[config.mk]
export PLATFORM = sky130hd
export DESIGN_NAME = pwr_guard
export DESIGN_NICKNAME = d
export VERILOG_FILES = /design/src/rtl/guard_pkg.sv /design/src/rtl/guard_key_fsm.sv /design/src/rtl/guard_reg.sv /design/src/rtl/guard_rd_port.sv /design/src/rtl/pwr_guard.sv
export SDC_FILE = /design/constraint.sdc
export NUM_CORES = 1
export LEC_CHECK = 0
export ABC_AREA = 1
export BUFFER_PORTS_ARGS = -buffer_cell sky130_fd_sc_hd__clkbuf_2
export CORE_AREA = 2 2 87 89
export CTS_CLUSTER_SIZE = 30
export DETAILED_ROUTE_END_ITERATION = 10
export DIE_AREA = 0 0 89 91
export HOLD_SLACK_MARGIN = 0.08
export PLACE_DENSITY = 0.77
export SYNTH_ARGS = -nofsm -noshare
export SYNTH_HDL_FRONTEND = slang
export SYNTH_HIERARCHICAL = 1
export SYNTH_SLANG_ARGS = --single-unit
[constraint.sdc]
create_clock -name clk -period 1.7 [get_ports clk]
set_input_delay 0.34 -clock clk [delete_from_list [all_inputs] [get_ports clk]]
set_output_delay 0.34 -clock clk [all_outputs]
set_load 0.02 [all_outputs]
[src/rtl/guard_pkg.sv]
// Package guard_pkg
// Shared types and constants for the protected register guard.
// Assumes the release field sits in the low bits of control register A.
package guard_pkg;

    localparam int KEY_W = 4;

    // Field values the three key steps must leave behind, in order
    localparam logic [KEY_W-1:0] KEY_STEP1 = 4'b1001;
    localparam logic [KEY_W-1:0] KEY_STEP2 = 4'b0011;
    localparam logic [KEY_W-1:0] KEY_STEP3 = 4'b0111;

    typedef enum logic [1:0] {
        SEQ_IDLE  = 2'd0,
        SEQ_STEP1 = 2'd1,
        SEQ_STEP2 = 2'd2,
        SEQ_OPEN  = 2'd3
    } seq_state_t;

endpackage

[src/rtl/guard_key_fsm.sv]
// Module guard_key_fsm
// Tracks progress through the three-step release key. It judges each step by
// the field value a write leaves behind, so a single-bit set counts as a step.
// Assumes key_next is the post-write field value of control register A.
// Any cycle with the qualifier low returns to idle. Any qualified write while
// open ends the window, whether or not it was granted.
module guard_key_fsm
    import guard_pkg::*;
(
    input  logic             clk,
    input  logic             rst_n,
    input  logic             step_wr,
    input  logic             qual,
    input  logic             hit_key_reg,
    input  logic [KEY_W-1:0] key_next,
    output logic             is_open
);

    seq_state_t state_q, state_d;

    // Next-state decode for the key sequence
    always_comb begin
        state_d = state_q;
        if (!qual) begin
            state_d = SEQ_IDLE;
        end else if (step_wr) begin
            case (state_q)
                SEQ_IDLE:  state_d = (hit_key_reg && key_next == KEY_STEP1) ? SEQ_STEP1 : SEQ_IDLE;
                SEQ_STEP1: state_d = (hit_key_reg && key_next == KEY_STEP2) ? SEQ_STEP2 : SEQ_IDLE;
                SEQ_STEP2: state_d = (hit_key_reg && key_next == KEY_STEP3) ? SEQ_OPEN  : SEQ_IDLE;
                default:   state_d = SEQ_IDLE;
            endcase
        end
    end

    // State register
    always_ff @(posedge clk) begin
        if (!rst_n) state_q <= SEQ_IDLE;
        else        state_q <= state_d;
    end

    assign is_open = (state_q == SEQ_OPEN);

endmodule

[src/rtl/guard_reg.sv]
// Module guard_reg
// One masked-write register with a lock. Bits in FREE_MASK always take
// writes. The remaining bits take writes only while allow is high.
// blocked flags a write that tried to touch a locked bit.
module guard_reg #(
    parameter int          DATA_W    = 16,
    parameter logic [15:0] FREE_MASK = '0,
    parameter logic [15:0] RST_VAL   = '0
) (
    input  logic              clk,
    input  logic              rst_n,
    input  logic              we,
    input  logic              allow,
    input  logic [DATA_W-1:0] wdata,
    input  logic [DATA_W-1:0] wmask,
    output logic [DATA_W-1:0] q,
    output logic              blocked
);

    localparam logic [DATA_W-1:0] FREE = FREE_MASK[DATA_W-1:0];

    logic [DATA_W-1:0] eff_mask;

    // Bits this write may change
    always_comb begin
        eff_mask = allow ? wmask : (wmask & FREE);
    end

    // Register storage with masked update
    always_ff @(posedge clk) begin
        if (!rst_n)  q <= RST_VAL[DATA_W-1:0];
        else if (we) q <= (q & ~eff_mask) | (wdata & eff_mask);
    end

    assign blocked = we && !allow && (|(wmask & ~FREE));

endmodule

[src/rtl/guard_rd_port.sv]
// Module guard_rd_port
// Registered read port. It takes the one-hot address decode and returns the
// selected register one cycle after the read strobe. Unmapped addresses read 0.
// Holds its output between reads.
module guard_rd_port #(
    parameter int DATA_W = 16,
    parameter int NREG   = 3
) (
    input  logic              clk,
    input  logic              rst_n,
    input  logic              rd,
    input  logic [NREG-1:0]   hit,
    input  logic [DATA_W-1:0] vals [NREG],
    output logic [DATA_W-1:0] rdata
);

    logic [DATA_W-1:0] sel;

    // AND-OR selection of the addressed register
    always_comb begin
        sel = '0;
        for (int i = 0; i < NREG; i++) begin
            sel |= vals[i] & {DATA_W{hit[i]}};
        end
    end

    // Read data register
    always_ff @(posedge clk) begin
        if (!rst_n)  rdata <= '0;
        else if (rd) rdata <= sel;
    end

endmodule

[src/rtl/pwr_guard.sv]
// Module pwr_guard (top)
// Holds two power-control registers and a system configuration register.
// Before init_done, all writes are free. After it, the configuration register
// is frozen and the control registers take one write per correct release key.
// Assumes a single write or read per cycle. init_done is treated as sticky.
module pwr_guard
    import guard_pkg::*;
#(
    parameter int                DATA_W = 16,
    parameter int                ADDR_W = 16,
    parameter logic [ADDR_W-1:0] ADDR_A = 16'hF1D0,
    parameter logic [ADDR_W-1:0] ADDR_B = 16'hF1D4,
    parameter logic [ADDR_W-1:0] ADDR_C = 16'hFF12
) (
    input  logic              clk,
    input  logic              rst_n,
    input  logic [ADDR_W-1:0] bus_addr,
    input  logic [DATA_W-1:0] bus_wdata,
    input  logic [DATA_W-1:0] bus_wmask,
    input  logic              bus_wr,
    input  logic              bus_rd,
    input  logic              bus_ext,
    input  logic              init_done,
    output logic [DATA_W-1:0] bus_rdata,
    output logic [DATA_W-1:0] ctrl_a_q,
    output logic [DATA_W-1:0] ctrl_b_q,
    output logic [DATA_W-1:0] sys_cfg_q,
    output logic              locked,
    output logic              unlocked,
    output logic              violation
);

    localparam int NREG = 3;
    localparam logic [ADDR_W-1:0] REG_ADDR [NREG] = '{ADDR_A, ADDR_B, ADDR_C};
    localparam logic [15:0] KEY_MASK = 16'((1 << KEY_W) - 1);

    logic [NREG-1:0]   hit;
    logic [NREG-1:0]   allow;
    logic [NREG-1:0]   blocked;
    logic [DATA_W-1:0] reg_q [NREG];
    logic              init_seen;
    logic              seq_open;
    logic              grant;
    logic              viol_q;
    logic [KEY_W-1:0]  key_next;

    // Address decode for each register
    always_comb begin
        for (int i = 0; i < NREG; i++) hit[i] = (bus_addr == REG_ADDR[i]);
    end

    // Remember that initialisation has ended
    always_ff @(posedge clk) begin
        if (!rst_n)         init_seen <= 1'b0;
        else if (init_done) init_seen <= 1'b1;
    end

    // One granted write: qualified, window open, to a control register
    assign grant = bus_wr && bus_ext && seq_open && (hit[0] || hit[1]);

    // Write permission per register
    always_comb begin
        allow[0] = !init_seen || grant;
        allow[1] = !init_seen || grant;
        allow[2] = !init_seen;
    end

    // Field value left behind by this write to control register A
    always_comb begin
        key_next = (reg_q[0][KEY_W-1:0] & ~bus_wmask[KEY_W-1:0])
                 | (bus_wdata[KEY_W-1:0] & bus_wmask[KEY_W-1:0]);
    end

    genvar g;
    generate
        for (g = 0; g < NREG; g++) begin : g_reg
            guard_reg #(
                .DATA_W    (DATA_W),
                .FREE_MASK ((g == 0) ? KEY_MASK : 16'h0000),
                .RST_VAL   (16'h0000)
            ) u_reg (
                .clk     (clk),
                .rst_n   (rst_n),
                .we      (bus_wr && hit[g]),
                .allow   (allow[g]),
                .wdata   (bus_wdata),
                .wmask   (bus_wmask),
                .q       (reg_q[g]),
                .blocked (blocked[g])
            );
        end
    endgenerate

    guard_key_fsm u_seq (
        .clk         (clk),
        .rst_n       (rst_n),
        .step_wr     (bus_wr),
        .qual        (bus_ext),
        .hit_key_reg (hit[0]),
        .key_next    (key_next),
        .is_open     (seq_open)
    );

    guard_rd_port #(
        .DATA_W (DATA_W),
        .NREG   (NREG)
    ) u_rd (
        .clk   (clk),
        .rst_n (rst_n),
        .rd    (bus_rd),
        .hit   (hit),
        .vals  (reg_q),
        .rdata (bus_rdata)
    );

    // Sticky violation flag
    always_ff @(posedge clk) begin
        if (!rst_n)        viol_q <= 1'b0;
        else if (|blocked) viol_q <= 1'b1;
    end

    assign ctrl_a_q  = reg_q[0];
    assign ctrl_b_q  = reg_q[1];
    assign sys_cfg_q = reg_q[2];
    assign locked    = init_seen;
    assign unlocked  = seq_open;
    assign violation = viol_q;

endmodule

# Yosys cells after proc, flatten, opt, wreduce, memory -nomap -nowiden
# Index checks and enable logic that the tools add are counted.
# totals
elab_cells,68
out_inout_bits,67
inputBits,54
register_bits,68
# op_classes
mux,7
bitwise_logic,21
n_reduce_logical,24
n_eq_ne,9
# ops
operator,n
16-bit bitwise AND,9
16-bit OR,5
"16-bit == test, second input constant",3
16-bit 2-to-1 mux,3
16-bit inverter,3
16-bit OR reduction,1
1-bit logical AND,15
12-bit OR reduction,1
4-bit bitwise AND,2
2-bit case mux with 3 select lines,1
"2-bit == test, second input constant",2
"4-bit by 2-bit == test with 1-bit output, second input constant",1
"4-bit by 3-bit == test with 1-bit output, second input constant",1
"4-bit == test, second input constant",1
2-bit 2-to-1 mux,2
4-bit inverter,1
4-bit OR,1
3-bit OR reduction,1
"2-bit by 1-bit == test with 1-bit output, second input constant",1
1-bit logical NOT,2
2-bit logical NOT,1
1-bit logical OR,2
2-bit AND reduction,1
1-bit 2-to-1 mux,1

# Depth between registers and ports, before layout
# depth
word_depth,8
mapped_depth,14
mapped_depth_nobuf,13

# Cells and area by module
# Netlist, hierarchy kept.
# modules_own_cells
module,instances,area_per_inst_um2,cells_each,seq_area_each_um2
guard_reg (g_reg[1].u_reg ...),2,740.7,104,320.3
guard_rd_port,1,915.9,154,320.3
guard_reg (g_reg[0].u_reg),1,733.2,100,320.3
pwr_guard,1,282.8,53,40.0
guard_key_fsm,1,170.2,35,40.0

# Worst setup path after synthesis
# No wires, ideal clock.
# synth_path
path_kind,input -> register
start,input port bus_addr[1]
end,register with a tool-made name
stages,13
setup_slack_ps,201
setup_time_ps,132
arrival_ps,1366
required_ps,1568
path_buffers,1
cell_sequence,nor2_1 -> nand2_1 -> nor2_2 -> nand2_1 -> nand2_1 -> nand2_1 -> nand2_1 -> nand2_1 -> inv_2 -> buf_4 -> nand2_1 -> nand2_1 -> a21oi_1
# synth_lines
item,line,source
from (decl),pwr_guard.sv:17,"input logic [ADDR_W-1:0] bus_addr,"

==> results.ini <==
[die]
start_util=0.502
ioPinCount=121
die_height_um=91
die_area_um2=8100
die_width_um=89
rows=31
core_um2=7140

[place]
io_buffers=120
gp_congestion=0.864
dpl.cell_count=758
hpwl_mm=7.52

[grt]
grt_pass1_vias=3574
use_met3=0.0527
grt_antenna_before_repair=0
grt_use_met2=0.422
grt_first_pass_wirelength_mm=16.7
met1_usage=0.347
grt_usage=0.263
overflow=0
grt_max_degree=33
busiest_layer=met2

[worst_hold_path]
holdCritPathClass=primary input to register

[logic_synthesis]
ys_seq_area_frac=0.380
avgSynthCellArea_um2=6.52
synth_top_area_cell=dfxtp_1
synthMuxAreaShare=0.0126
synth.cell_area_um2=3580
synth_nets=604
yosysUniqueCellTypes=23
synth-simple-area-share=0.420
synth_compound_area_frac=0.0964
synth_top_area_share=0.380
postSynthCellCount=550
synthAdderAreaFrac=0
ys_top_cells_by_area=dfxtp_1, nand2_1, nor2_1
synth_warnings=6
synth-xor-area-share=0
ys_seq_elements=68
synth_top_family_by_area=simple AND/OR/NAND/NOR gates

[sta]
final-setup-viol-count=0
min_period_ns=1.47
min_period_over_period=0.864
relSlewSlack=0.544
slew_violations=0
hold_viol=0
fmaxAchievable_mhz=680
worstMarginPinSlew_ns=0.683
skew_ns=0.0107
whs_ns=0.207
rsz0062_at_grt=false

[critical_path]
crit_path_top_delay_cell=dfxtp_1
crit_chain=nand2_1, inv_1, and3_1, nand2_1, nand2_2, nand2_1, inv_2, buf_12, nand2_1, nand2_1, a21oi_1
end_kind=register
worstSetupPathType=register to register
worst_setup_path_start_kind=register
cp_top_family=simple AND/OR/NAND/NOR gates
cp_common_cell=nand2_1
cp_max_fo=18
required_ns=1.90
crit_arrival_ns=1.67
critPathMaxStageDelay_ns=0.36
path_buf_inv=3

[power]
p_leak_nw=2.01
p_per_area_nw_per_um2=770
peakVddDrop_uv=444
total_power_mw=3.45

[final_layout]
fin_cells=773
diodes=0
layout_commonest_cell=nand2_1
mostFrequentLayoutCells=nand2_1, clkbuf_2, nor2_1
area_growth_pct=24.9
fin_nets=724
final_layout_size_suffix_gt1_frac=0.261
fillers=711

[detailed_routing]
vias=3907
routed_via_density=5.05
remaining_drc_errors=0
wl_per_cell_um=13.4
firstDrtPassIters=4
wl_mm=10.4
postRouteAntennaNets=0
drtIter0Drc=167

[clock_tree]
root_buffer=clkbuf_8
clk_path_buf_depth=2
clk_pin_slew_ns=0.08
clkSinkCount=68
cts_tree=built
cts_buffers=9
post_cts_buffers=0
htreeDepth=3
insertion_delay_ns=0.34

[run_status]
status=complete, no violations

[flow_run]
maxCapViolCount=0

-- logic make-up (layout without fill, tap and decap cells) --
| kind of cell | Yosys count | in the layout |
|---|---|---|
| AND/OR/NAND/NOR | 356 | 356 |
| AO/OA/AOI/OAI | 69 | 69 |
| flip-flops | 68 | 68 |
| buffers and inverters | 53 | 177 |
| multiplexers | 4 | 4 |
-- area by class of cell --
type / instances / area [um^2] / area share
Inverter: 31 / 121 / 0.0271
Multi-Input combinational cell: 429 / 1900 / 0.424
Sequential cell: 68 / 1360 / 0.304
Timing Repair Buffer: 131 / 746 / 0.167
Clock buffer: 11 / 151 / 0.0338
Tap cell: 99 / 124 / 0.0277
Clock inverter: 4 / 72.6 / 0.0162
-- Yosys cell counts (all sizes together) --
master	n
dfxtp	68
nor4	1
nor2	82
nand2	218
nand3b	1
o21ai	16
inv	31
buf	19
nand3	51
and3	1
and2	1
nand4	1
a21oi	53
mux2	4
clkbuf	3
-- routing by layer --
metal	vias to the layer above	wire length, um
li1	1982	-
met1	1784	4530
met2	127	5010
met3	14	670
met4	0	156
met5	-	0
-- worst paths after layout --
kind	endpoint	cells past startpoint	from	slack (ns)
setup / recovery	register	11	u_seq/state_q[1]	0.23
setup reg to reg	register	11	u_seq/state_q[1]	0.23
hold / removal	locked	3	init_done	0.21
hold reg to reg	register	2	register	0.48
-- what timing repair did --
action | in CTS | in global routing
endpoints found under the setup margin | 0 | 13
hold buffers | 0 | 0
resized for setup | 0 | 2
-- power by group --
group	internal (mW)	switching, mW
clock	0.896	0.608
sequential	1.61	0.0106
combinational	0.103	0.216
-- worst min-delay path, delay by kind of cell --
| family | cells | cell delay [ns] |
|---|---|---|
| and+or+nand+nor | 2 | 0.09 |
| buffers and inverters | 1 | 0.08 |
-- stage by stage --
| step | util | TNS, ns | setup WS [ns] | cell area, um^2 |
|---|---|---|---|---|
| after floorplan | - | 0 | 0.201 | 3580 |
| after global placement | 0.595 | 0 | 0.00779 | 4250 |
| after detailed placement | 0.595 | -0.912 | -0.0779 | 4250 |
| after CTS | 0.627 | 0 | 0.150 | 4470 |
| after global routing | 0.627 | 0 | 0.0235 | 4480 |
| final | 0.627 | 0 | 0.230 | 4480 |
No activity file was read; power rests on OpenSTA's default activity.
